--- src/rtl/divstep_pkg.sv ---
package divstep_pkg;
  typedef struct packed {
    logic q;
    logic m;
    logic t;
  } divstep_status_t;

  localparam int unsigned CARRY_BY_COMPARE = 0;
  localparam int unsigned CARRY_BY_WIDE_ADD = 1;
endpackage

--- src/rtl/divstep_core.sv ---
module divstep_core #(
  parameter int unsigned W = 32,
  parameter int unsigned CARRY_MODE = 1
) (
  input  logic [W-1:0] rem,
  input  logic [W-1:0] dvs,
  input  logic         q,
  input  logic         m,
  input  logic         shift_in,
  output logic [W-1:0] rem_next,
  output logic         q_next,
  output logic         t_next
);
  localparam int unsigned TOP = W - 1;

  logic [W-1:0] shifted;
  logic         do_sub;
  logic         cy_flag;
  logic         top_bit;

  assign top_bit = rem[TOP];
  assign shifted = {rem[W-2:0], shift_in};
  assign do_sub  = (q == m);

  generate
    if (CARRY_MODE == divstep_pkg::CARRY_BY_WIDE_ADD) begin : g_wide
      logic [W:0] ext;
      always_comb begin
        if (do_sub) ext = {1'b0, shifted} - {1'b0, dvs};
        else        ext = {1'b0, shifted} + {1'b0, dvs};
      end
      assign rem_next = ext[W-1:0];
      assign cy_flag  = ext[W];
    end else begin : g_cmp
      logic [W-1:0] res;
      always_comb begin
        if (do_sub) res = shifted - dvs;
        else        res = shifted + dvs;
      end
      assign rem_next = res;
      assign cy_flag  = do_sub ? (res > shifted) : (res < shifted);
    end
  endgenerate

  assign q_next = top_bit ^ cy_flag ^ m;
  assign t_next = (q_next == m);
endmodule

--- src/rtl/divstep_status.sv ---
module divstep_status #(
  parameter int unsigned W = 32
) (
  input  logic                        clk,
  input  logic                        rst_n,
  input  logic                        init,
  input  logic                        init_signed,
  input  logic                        step,
  input  logic [W-1:0]                rem_in,
  input  logic [W-1:0]                dvs_in,
  input  logic                        q_step,
  input  logic                        t_step,
  output divstep_pkg::divstep_status_t st
);
  localparam int unsigned TOP = W - 1;

  divstep_pkg::divstep_status_t st_d;
  logic                         st_en;

  always_comb begin
    st_d  = st;
    st_en = 1'b0;
    if (init) begin
      st_en = 1'b1;
      if (init_signed) begin
        st_d.q = rem_in[TOP];
        st_d.m = dvs_in[TOP];
        st_d.t = rem_in[TOP] ^ dvs_in[TOP];
      end else begin
        st_d = '0;
      end
    end else if (step) begin
      st_en  = 1'b1;
      st_d.q = q_step;
      st_d.t = t_step;
    end
  end

  always_ff @(posedge clk or negedge rst_n) begin
    if (!rst_n) begin
      st <= '0;
    end else if (st_en) begin
      st <= st_d;
    end
  end
endmodule

--- src/rtl/divstep_unit.sv ---
module divstep_unit #(
  parameter int unsigned W = 32,
  parameter int unsigned CARRY_MODE = 1
) (
  input  logic         clk,
  input  logic         rst_n,
  input  logic         init_i,
  input  logic         init_signed_i,
  input  logic         step_i,
  input  logic         t_force_i,
  input  logic         t_force_val_i,
  input  logic [W-1:0] divisor_i,
  input  logic [W-1:0] rem_i,
  output logic [W-1:0] rem_o,
  output logic         q_o,
  output logic         m_o,
  output logic         t_o
);
  divstep_pkg::divstep_status_t st;
  logic shift_bit;
  logic q_step;
  logic t_step;

  assign shift_bit = t_force_i ? t_force_val_i : st.t;

  divstep_core #(.W(W), .CARRY_MODE(CARRY_MODE)) u_core (
    .rem      (rem_i),
    .dvs      (divisor_i),
    .q        (st.q),
    .m        (st.m),
    .shift_in (shift_bit),
    .rem_next (rem_o),
    .q_next   (q_step),
    .t_next   (t_step)
  );

  divstep_status #(.W(W)) u_status (
    .clk         (clk),
    .rst_n       (rst_n),
    .init        (init_i),
    .init_signed (init_signed_i),
    .step        (step_i),
    .rem_in      (rem_i),
    .dvs_in      (divisor_i),
    .q_step      (q_step),
    .t_step      (t_step),
    .st          (st)
  );

  assign q_o = st.q;
  assign m_o = st.m;
  assign t_o = st.t;
endmodule

--- config.mk ---
export PLATFORM = sky130hd
export DESIGN_NAME = divstep_unit
export DESIGN_NICKNAME = d
export VERILOG_FILES = /design/src/rtl/divstep_pkg.sv /design/src/rtl/divstep_core.sv /design/src/rtl/divstep_status.sv /design/src/rtl/divstep_unit.sv
export SDC_FILE = /design/constraint.sdc
export NUM_CORES = 1
export LEC_CHECK = 0
export CORE_UTILIZATION = 40
export CTS_CLUSTER_SIZE = 14
export DETAILED_ROUTE_END_ITERATION = 12
export HOLD_SLACK_MARGIN = 0.05
export PLACE_DENSITY = 0.83
export SYNTH_ARGS = -nofsm -noshare
export SYNTH_HDL_FRONTEND = slang
export SYNTH_SLANG_ARGS = --single-unit
--- constraint.sdc ---
create_clock -name clk -period 10.4 [get_ports clk]
set_clock_uncertainty 0.15 [all_clocks]
set_input_delay 3.12 -clock clk [delete_from_list [all_inputs] [get_ports clk]]
set_output_delay 3.12 -clock clk [all_outputs]
set_load 0.005 [all_outputs]
==> impl_metrics.env <==
export IMPL_routed_wl_um=10600
export IMPL_finalSetupViolCount=1
export IMPL_top_register="u_status.st"
export IMPL_seqCellArea_um2=75.1
export IMPL_fp_dieArea_um2=6940
export IMPL_hold_buffers=0
export IMPL_fill_cells=440
export IMPL_cp_max_fo=6
export IMPL_clockBufferDepth=2
export IMPL_p_per_area_nw_per_um2=245
export IMPL_rsz0062_at_grt="true"
export IMPL_total_power_mw=1.15
export IMPL_ys_warn_count=0
export IMPL_clk_pin_slew_ps=30
export IMPL_cp_required_ps=7130
export IMPL_initial_core_util_pct=41.7
export IMPL_fin_crit_sh_pct=100
export IMPL_fin_util_pct=73.9
export IMPL_grt_usage_pct=26.8
export IMPL_use_met3_pct=3.58
export IMPL_p_leak_nw=2.07
export IMPL_final_cell_mix="clkdlybuf4s50_1, buf_4, a21oi_1"
export IMPL_die_w_um=83.3
export IMPL_fin_crit_ps=10420
export IMPL_antenna_found_initial=0
export IMPL_final_layout_size_suffix_gt1_share_pct=24.5
export IMPL_avgSynthCellArea_um2=6.96
export IMPL_ys_seq_area_share_pct=2.84
export IMPL_relSlewSlack_pct=26.2
export IMPL_ioPinCount=106
export IMPL_largest_reg_flops=3
export IMPL_syn_nets=485
export IMPL_grt_max_degree=17
export IMPL_gp_congestion=0.924
export IMPL_synth_flop_cell="dfrtp_1"
export IMPL_fp_dieH_um=83.3
export IMPL_antennaDiodeCount=0
export IMPL_maxCapViolations=0
export IMPL_busiest_layer="met2"
export IMPL_viasPerCell=5.87
export IMPL_root_buffer="clkbuf_8"
export IMPL_max_freq_ghz=0.0960
export IMPL_min_path_type="reg2reg"
export IMPL_gr_usage_met1_pct=29.5
export IMPL_detail_route_antenna_nets=0
export IMPL_grt_pass1_vias=3577
export IMPL_drc_errors=0
export IMPL_hold_violations=0
export IMPL_top_regs="u_status.st (3)"
export IMPL_syn_instance_count=380
export IMPL_worst_pin_slew_ps=1100
export IMPL_multi_input_area_um2=2710
export IMPL_first_pass_iters=5
export IMPL_slew_viol_final=0
export IMPL_grt_pass1_wl_um=15600
export IMPL_synth_cell_types=58
export IMPL_setup_slack_ps=-16.5
export IMPL_end_kind="primary output"
export IMPL_final_common_cell="clkdlybuf4s50_1"
export IMPL_synth_edf_count=0
export IMPL_cts_made_buffers=3
export IMPL_async_flop_share_pct=100
export IMPL_path_class="in2out"
export IMPL_cts_tree="done"
export IMPL_grt_ovfl_total=0
export IMPL_htree_levels=1
export IMPL_start_kind="input pin"
export IMPL_syn_cell_area_um2=2650
export IMPL_portBuffers=105
export IMPL_row_count=29
export IMPL_violations="negative setup slack"
export IMPL_syn_to_final_growth_pct=77.4
export IMPL_ys_seq_elements=3
export IMPL_status="complete, but fails checks"
export IMPL_vdd_drop_max_uv=183
export IMPL_globalRouteMet2Util_pct=50.4
export IMPL_vias=3782
export IMPL_cts_num_sinks=3
export IMPL_drtIter0Drc=149
export IMPL_coreArea_um2=6350
export IMPL_final_nets=673
export IMPL_hpwlAfterDp_um=7750
export IMPL_arrival_ps=7150
export IMPL_insertion_delay_ps=210
export IMPL_wire_per_inst_um=16.4
## area by class of cell
| type | count | share of cell area (%) |
|---|---|---|
| multi-input combinational | 352 | 57.7 |
| timing repair buffer | 190 | 36.3 |
| tap | 77 | 2.05 |
| sequential | 3 | 1.60 |
| inverter | 18 | 1.44 |
| clock buffer | 4 | 0.960 |
## critical path, cell delays in order
cell             delay (ps)
clkdlybuf4s50_1         430
or4_4                   470
nor3b_4                 270
nand2_2                  90
buf_4                   160
o31a_1                  310
xnor2_2                 240
ha_4                    250
buf_6                   130
nand2_1                  70
o21a_1                  180
a2bb2oi_2               170
nand2_1                  80
a21oi_2                 110
buf_4                   150
nor2_1                   60
a211oi_2                210
xnor2_1                 140
clkdlybuf4s50_1         520
## logic make-up (layout without fill, tap and decap cells)
logic type	Yosys count	after routing	share of synthesized area (%)
buffers and inverters	25	212	3.69
XOR/XNOR	56	56	18.5
AO/OA/AOI/OAI	123	123	29.9
adder cells (fa/ha/maj)	34	34	16.4
multiplexers	3	3	1.14
AND/OR/NAND/NOR	136	136	27.5
flip-flops	3	3	2.84
## timing repair
| item | in CTS | in global routing |
|---|---|---|
| gates resized for setup | 20 | 52 |
| pin swaps | 11 | 21 |
| setup endpoints to repair | 11 | 20 |
| buffers inserted | 1 | 5 |
## power breakdown
part           switching [mW]  internal, mW  total, mW
Sequential            0.00321        0.0142     0.0174
Clock                 0.00767        0.0261     0.0338
Combinational           0.515         0.583       1.10
Total                   0.526         0.623       1.15
## Yosys cell counts (3+ instances only)
| cell type | count | share of area (%) |
|---|---|---|
| clkbuf_1 | 6 | 0.85 |
| ha_1 | 33 | 16 |
| a21oi_1 | 44 | 8.3 |
| a211oi_1 | 4 | 1.1 |
| nor2b_1 | 3 | 0.71 |
| a31oi_1 | 4 | 0.95 |
| inv_1 | 18 | 2.6 |
| o31ai_1 | 3 | 0.85 |
| a211o_1 | 3 | 0.99 |
| o21a_1 | 6 | 1.7 |
| xor2_1 | 21 | 7.0 |
| a21o_1 | 12 | 3.4 |
| nand2_1 | 29 | 4.1 |
| mux2i_1 | 3 | 1.1 |
| nor4_1 | 7 | 1.7 |
| dfrtp_1 | 3 | 2.8 |
| nand4_1 | 6 | 1.4 |
| nand3_1 | 14 | 2.6 |
| nor3_1 | 12 | 2.3 |
| o21ai_0 | 20 | 3.8 |
| and3_1 | 4 | 0.95 |
| nor2_1 | 38 | 5.4 |
| o211ai_1 | 4 | 1.1 |
| nor3b_1 | 3 | 0.85 |
| xnor2_1 | 35 | 12 |
| o21bai_1 | 5 | 1.4 |
## through the flow
stage / TNS, ps / hold slack [ps] / worst slack, ps / area (µm²) / std cells
CTS: -259 / 461 / -105 / 4480 / 639
global route: -327 / 488 / -199 / 4690 / 644
global placement: -1850 / 427 / -467 / 4360 / 634
floorplan: 0 / 402 / 749 / 2650 / 380
finish: -16.5 / 456 / -16.5 / 4690 / 644
detailed placement: -2400 / 450 / -511 / 4360 / 634
## per-layer routing
metal  vias to the layer above  wire length [µm]
met4                         0               566
met5                         -                 0
met3                        62               612
met1                      1742              4150
met2                       174              5230
li1                       1804                 -
## path summary, 6_finish.rpt
check / from / end / slack, ps / cells past startpoint
max: divisor_i[5] / rem_o[26] / -20 / 19
min: u_status.st[2] / u_status.st[2] / 460 / 2
max reg2reg: u_status.st[1] / u_status.st[0] / 6130 / 12
min reg2reg: u_status.st[2] / u_status.st[2] / 460 / 2
max in group asynchronous: rst_n / u_status.st[2] / 7030 / 1
min in group asynchronous: rst_n / u_status.st[0] / 2930 / 1
Power figures use the tool's default switching activity.
